**src/rtl/nco_pwm_pkg.sv**
```systemverilog
package nco_pwm_pkg;

  // Default widths of the generator
  localparam int unsigned DEF_ACC_W   = 26;
  localparam int unsigned DEF_FREQ_W  = 17;
  localparam int unsigned DEF_PHASE_W = 9;

  // Strobes from control to datapath
  typedef struct packed {
    logic clear;    // zero the accumulator
    logic advance;  // add the frequency step
    logic outLoad;  // capture the comparator result
  } ctrlStrobe_t;

endpackage

```
**src/rtl/nco_pwm_datapath.sv**
```systemverilog
module nco_pwm_datapath
  import nco_pwm_pkg::*;
#(
  parameter int unsigned ACC_W   = DEF_ACC_W,
  parameter int unsigned FREQ_W  = DEF_FREQ_W,
  parameter int unsigned PHASE_W = DEF_PHASE_W
) (
  input  logic                 clk,
  input  ctrlStrobe_t          strobes,
  input  logic [FREQ_W-1:0]    freqWord,
  input  logic [PHASE_W-1:0]   phaseWord,
  input  logic [PHASE_W-1:0]   dutyWord,
  output logic [ACC_W-1:0]     accValue,
  output logic [PHASE_W:0]     cmpPhase,
  output logic                 windowHit
);

  localparam int unsigned CMP_W   = PHASE_W + 1;
  localparam int unsigned FINE_BIT = ACC_W - PHASE_W - 1;

  logic [ACC_W-1:0]   accReg;
  logic [PHASE_W-1:0] coarsePhase;
  logic               finePhase;
  logic [CMP_W-1:0]   dutyExt;

  // Phase accumulator, never reloaded by a step change
  always_ff @(posedge clk) begin
    if (strobes.clear) begin
      accReg <= '0;
    end else if (strobes.advance) begin
      accReg <= accReg + ACC_W'(freqWord);
    end
  end

  // Coarse phase with offset (wraps naturally); fine bit appended below it
  always_comb begin
    coarsePhase = accReg[ACC_W-1 -: PHASE_W] + phaseWord;
    finePhase   = accReg[FINE_BIT];
    cmpPhase    = {coarsePhase, finePhase};
    dutyExt     = {1'b0, dutyWord};
  end

  // Comparator replaces a waveform table: lower half above the duty threshold
  always_comb begin
    windowHit = ~cmpPhase[CMP_W-1] && (cmpPhase >= dutyExt);
  end

  assign accValue = accReg;

endmodule

```
**src/rtl/nco_pwm_ctrl.sv**
```systemverilog
module nco_pwm_ctrl
  import nco_pwm_pkg::*;
(
  input  logic        clk,
  input  logic        rst,
  input  logic        windowHit,
  output ctrlStrobe_t strobes,
  output logic        pwmOut
);

  typedef enum logic {ST_RESET, ST_RUN} runState_t;

  runState_t stateNext;
  logic      pwmReg;

  always_comb begin
    stateNext       = rst ? ST_RESET : ST_RUN;
    strobes.clear   = (stateNext == ST_RESET);
    strobes.advance = (stateNext == ST_RUN);
    strobes.outLoad = (stateNext == ST_RUN);
  end

  // Registered output keeps the pin free of comparator glitches
  always_ff @(posedge clk) begin
    if (strobes.clear) begin
      pwmReg <= 1'b0;
    end else if (strobes.outLoad) begin
      pwmReg <= windowHit;
    end
  end

  assign pwmOut = pwmReg;

endmodule

```
**src/rtl/nco_pwm_gen.sv**
```systemverilog
module nco_pwm_gen
  import nco_pwm_pkg::*;
#(
  parameter int unsigned ACC_W   = DEF_ACC_W,
  parameter int unsigned FREQ_W  = DEF_FREQ_W,
  parameter int unsigned PHASE_W = DEF_PHASE_W
) (
  input  logic               clk,
  input  logic               rst,
  input  logic [FREQ_W-1:0]  freqWord,
  input  logic [PHASE_W-1:0] phaseWord,
  input  logic [PHASE_W-1:0] dutyWord,
  output logic               pwmOut
);

  ctrlStrobe_t        strobes;
  logic [ACC_W-1:0]   accValue;
  logic [PHASE_W:0]   cmpPhase;
  logic               windowHit;

  nco_pwm_datapath #(
    .ACC_W  (ACC_W),
    .FREQ_W (FREQ_W),
    .PHASE_W(PHASE_W)
  ) dp (
    .clk      (clk),
    .strobes  (strobes),
    .freqWord (freqWord),
    .phaseWord(phaseWord),
    .dutyWord (dutyWord),
    .accValue (accValue),
    .cmpPhase (cmpPhase),
    .windowHit(windowHit)
  );

  nco_pwm_ctrl ctrl (
    .clk      (clk),
    .rst      (rst),
    .windowHit(windowHit),
    .strobes  (strobes),
    .pwmOut   (pwmOut)
  );

endmodule

```
**config.mk**
```make
export PLATFORM = sky130hd
export DESIGN_NAME = nco_pwm_gen
export DESIGN_NICKNAME = d
export VERILOG_FILES = /design/src/rtl/nco_pwm_pkg.sv /design/src/rtl/nco_pwm_datapath.sv /design/src/rtl/nco_pwm_ctrl.sv /design/src/rtl/nco_pwm_gen.sv
export SDC_FILE = /design/constraint.sdc
export NUM_CORES = 1
export LEC_CHECK = 0
export BUFFER_PORTS_ARGS = -buffer_cell sky130_fd_sc_hd__buf_2
export CAP_MARGIN = 20
export CORE_MARGIN = 1
export CORE_UTILIZATION = 50
export DETAILED_ROUTE_END_ITERATION = 10
export GPL_TIMING_DRIVEN = 0
export PLACE_DENSITY = 0.75
export SLEW_MARGIN = 40
export SYNTH_ARGS = -nofsm -noshare
export SYNTH_HDL_FRONTEND = slang
export SYNTH_SLANG_ARGS = --single-unit
export TNS_END_PERCENT = 50
```
**constraint.sdc**
```tcl
create_clock -name clk -period 2.3 [get_ports clk]
set_input_delay 0.115 -clock clk [delete_from_list [all_inputs] [get_ports clk]]
set_output_delay 0.115 -clock clk [all_outputs]
set_load 0.02 [all_outputs]
```
# --- Word level (Yosys, flattened, before mapping) ---
# Cells that the tools add are included.
# Widths: inputs -> output; s select.
totals:
  register_bits: 27
  latch_bits: 0
  ram_bits: 0
  romBits: 0
  out_inout_bits: 1
  wordCells: 7
  memories: 0
op_classes:
  n_addsub: 2
  multipliers: 0
  div: 0
  magnitude_cmp: 1
  eq_ne: 0
  n_shift: 0
  mux: 0
  n_bitwise: 1
  reduce_logical: 1
ops:
  columns: ["op", "n"]
  rows:
  - ["$add 26x17->26", 1]
  - ["$ge 10x9->1", 1]
  - ["$add 9x9->9", 1]
  - ["$logic_and 1x1->1", 1]
  - ["$not 1->1", 1]

# --- Depth between registers and ports, before layout ---
depth:
  word_depth: 3
  mapped_depth: 12
  mapped_depth_nobuf: 12

# --- By module ---
# Synthesis repeated with hierarchy kept, for this count alone.
hier_totals:
  cells_unflattened: 314
  hier_area_um2: 2555.0
modules_own_cells:
  columns: ["mod", "instances", "cells_each", "area_per_inst_um2", "seq_area_each_um2"]
  rows:
  - ["nco_pwm_datapath", 1, 308, 2502.4, 520.5]
  - ["nco_pwm_ctrl", 1, 6, 52.6, 20.0]

# --- Least setup slack after synthesis ---
# No wires, ideal clock.
synth_timing:
  kind: "register -> register"
  from: "register dp.accReg[18], in the netlist dp.accValue[18]"
  to: "register ctrl.pwmReg, in the netlist ctrl.pwmOut"
  arrival_ps: 2325
  t_required_ps: 2185
  slack_ps: -140
  stages_incl_launch_ff: 12
  cell_sequence: "dfxtp_1 > ha_1 > a21o_1 > a21oi_1 > o21ai_0 > or4_1 > o311ai_0 > xnor2_1 > ha_1 > o21a_1 > nor2_1 > a2111oi_0"
synth_via:
  elab_chain_len: 3
  word_cells_on_any_way: 4
  classes_between: "add/sub: 1; order compare: 1; bitwise: 1; reduce/logical: 1"
synth_rtl:
  columns: ["item", "line_no", "text"]
  rows:
  - ["start, declared", "nco_pwm_datapath.sv:21", "logic [ACC_W-1:0] accReg;"]
  - ["start signal, assigned", "nco_pwm_datapath.sv:31", "accReg <= accReg + ACC_W'(freqWord);"]
  - ["$add 9x9->9 (*)", "nco_pwm_datapath.sv:37", "coarsePhase = accReg[ACC_W-1 -: PHASE_W] + phaseWord;"]
  - ["$ge 10x9->1 / $not 1->1 (equally long branches)", "nco_pwm_datapath.sv:45", "windowHit = ~cmpPhase[CMP_W-1] && (cmpPhase >= dutyExt);"]
  - ["$logic_and 1x1->1 (*)", "nco_pwm_datapath.sv:45", null]
  - ["end signal, assigned", "nco_pwm_ctrl.sv:28", "pwmReg <= windowHit;"]
  - ["end, declared", "nco_pwm_ctrl.sv:14", "logic pwmReg;"]
# Mark *: on every way between the ends. The rest lies on a longest branch, timed or not.
# A chain may end at the register's enable or synchronous reset.

# --- Worst setup path in the final report ---
# Ends and elaborated chain as after synthesis.

==> results.md <==
* Reg2Reg Depth at 10
* Post-route DRC at 0
* Clk_skew at 5.17 ps
* CTS sink count at 27
* Slowest-stage cell, CP: or4_1
* H-tree depth at 1
* Site row count at 24
* Cells after synthesis at 280
* Detail Route Antenna Nets at 0
* RSZ-0062 raised after global routing: true
* Clk_lat worst skew at 280 ps
* IO Pins at 38
* CP startpoint: dp.accValue[18]
* P&R area growth vs syn at 14.5%
* Die Span Y at 70.2 um
* Root buffer cell: clkbuf_8
* Pwr Total at 0.00235 W
* EDFF count, synth at 0
* Worst slew pin tran at 549 ps
* Share of the yosys chip area belonging to registers at a little under a quarter
* Final hold vios at 0
* Initial DRT Pass Iterations at 4
* FF-to-FF Start: dp.accValue[18]
* Register area at 543 um2
* Post-DP HPWL at 3750 um
* Total track usage at 19.7%
* Async SR Flop Fraction at 0%
* I/O Buffers at 36
* DP Cell Count at 368
* WHS Path Cells at 3
* CTS Buf Count at 3
* Cts hold-fix bufs at 0
* Critical path peak fanout at 5
* Worst R2R Setup Slack at -140 ps
* CTS clk-pin slew, worst paths at ~100 ps
* Max-cap viol count at 0
* Vias per std cell at 5.57
* Layout cells sized above 1 at 19.3%
* Count leader, synth: ha_1
* WP data required at roughly 2500 ps
* Final count of pins violating max slew at 0
* Leading post-synthesis cells by cell area: dfxtp_1 (23%), ha_1 (18%), a21oi_1 (5.4%)
* Multi-input logic area at 1710 um2
* Initial antenna violation count at 0
* Crit-path max cell delay at roughly 400 ps
* Mapped cell area at 2330 um2
* Most used cell along the critical path: ha_1
* Synth Register Bits at 27
* Fin worst setup slack at -139 ps
* Unique masters post-synth at 48
* Setup violators final at 1
* Fillers at 413
* Critical path class: reg2reg
* ANT cells at 0
* Die area at 4930 um2
* Slew HR at 63.4%
* Starting Density at 52.7%
* Failing checks: setup timing
* Post-synth top cells: ha_1 (34), nor2_1 (31), dfxtp_1 (27), a21oi_1 (25), nand2_1 (19)
* Clock Path Buffers at 2
* 1st-iter DRT viols at 112
* Pre-CTS setup slack at -225 ps
* Power density over cell area at roughly 880 nW/um2
* Final GP Congestion at roughly 0.9
* Post-synthesis average cell area at slightly above 8 um2
* Fmax at between 400 and 500 MHz
* WL final at 4710 um
* Largest net degree at the start of global routing at 15
* Main synth FF type: dfxtp_1
* First-pass GRT wire length at 8020 um
* Core ar. at 4410 um2
* Yosys top cell area share at 23.2%
* # nets final at 395
* R2R Path End: ctrl.pwmOut
* Hold crit path type: in2reg
* Final min period at 2440 ps
* Status: finished with violations
* Fin crit share at 106%
* CTS tree: yes
* Arr. time, crit path at between 2000 and 3000 ps
* Leak pwr at 1.28 nW
* Vias at 2,079
* Crit end category: register
* Vias in the first global route at roughly 1,900
* VDD IR max at 625 uV
* Syn nets at 353
* Layout Cells excl Fill at 373
* Cell taking the most area after synthesis: dfxtp_1
* GR Overflow Total at 0
* CP Launch Type: register
* Hold Path End: dp.accValue[0]
* Critical Path, Cell by Cell: ha_1, a21o_1, a21oi_2, o21ai_1, or4_1, o311ai_1, xnor2_1, ha_1, nor3_1, a2111oi_2
* Yosys warns at 0
* Setup_tns at -139 ps
* WL per Instance at roughly 13 um
* Die Wd at 70.2 um
* Hold Startpoint: freqWord[0]
==> through the flow <==
stage          utilization [%]  cell area (um2)  hold WS, ps
3_3_place_gp              58.4             2580          459
4_1_cts                   59.4             2620          177
6_report                  60.3             2660          172
5_1_grt                   60.3             2660          194
3_5_place_dp              58.4             2580          466
2_1_floorplan                -             2330          349
==> critical path: cells and delay by family (launching register included) <==
family,cells,cell delay (ps)
XOR/XNOR,1,170
AO/OA/AOI/OAI,5,890
flip-flops,1,360
AND/OR/NAND/NOR,2,460
adder cells (fa/ha/maj),2,460
==> power breakdown <==
part           switching (W)  internal (W)  leakage (nW)  total, W
Clock               0.000156      0.000125        0.0228  0.000281
Combinational       0.000761      0.000651          1.03   0.00141
Sequential         0.0000506      0.000604         0.223  0.000655
Total               0.000968       0.00138          1.28   0.00235
==> cell type report <==
| class | instances | share of cell area, % |
|---|---|---|
| Buffer | 7 | 1.69 |
| Clock buffer | 4 | 1.69 |
| Inverter | 17 | 2.40 |
| Multi-Input combinational cell | 229 | 64.3 |
| Sequential cell | 27 | 20.4 |
| Tap cell | 52 | 2.44 |
| Timing Repair Buffer | 37 | 7.05 |
==> placed cells by master (no fill, tap or decap), types with 2 or more instances in the layout <==
master	netlist	layout
o211ai_1	2	2
a21boi_0	2	2
nand3_1	4	4
o21ai_0	9	7
clkbuf_1	4	5
xnor2_1	13	13
o21ai_1	1	3
mux2_2	4	4
fa_1	2	2
nand4_1	3	3
ha_1	34	34
nand2_1	19	19
buf_4	1	2
and3_1	4	4
a21oi_2	1	4
buf_6	2	2
dfxtp_2	0	2
o2111ai_1	2	2
and4_1	2	2
inv_1	17	17
clkbuf_8	0	3
mux2_1	6	6
xor2_1	6	6
nand2b_1	7	7
nor3_1	4	4
o21a_1	4	4
a21o_1	6	6
a31oi_1	4	4
dfxtp_1	27	25
a21oi_1	25	22
a211o_1	3	3
buf_2	0	36
nor2_1	31	31
nor2b_1	14	14
==> kinds of logic (layout without fill, tap and decap cells) <==
group,after synthesis,in the layout,share of synthesized area (%)
AO/OA/AOI/OAI,69,69,19.7
XOR/XNOR,19,19,7.15
adder cells (fa/ha/maj),36,36,20.0
buffers and inverters,24,65,4.68
flip-flops,27,27,23.2
multiplexers,10,10,4.84
AND/OR/NAND/NOR,95,95,20.3
==> worst max path at each step <==
stage	to	slack [ps]	cells after the start
final	ctrl.pwmOut	-140	10
after global routing	ctrl.pwmOut	-310	10
after CTS	ctrl.pwmOut	-230	11
after detailed placement	ctrl.pwmOut	-220	11
after global placement	ctrl.pwmOut	-190	11
after floorplan	ctrl.pwmOut	-50	11
==> sequential cells by signal, summed over array words and instances (netlist names) <==
register / cells
dp.accValue: 26
ctrl.pwmOut: 1
==> timing repair <==
item | 4_1_cts | 5_1_grt
setup buffers | 0 | 1
pin swaps | 0 | 1
setup endpoints to repair | 1 | 6
resized for setup | 2 | 8
==> layer usage <==
layer	share of wire (%)	track usage, %
met5	0	0
met4	0.53	4.00
met3	4.0	3.61
met2	47	32.1
met1	48	27.2
Power figures use the tool's default switching activity.
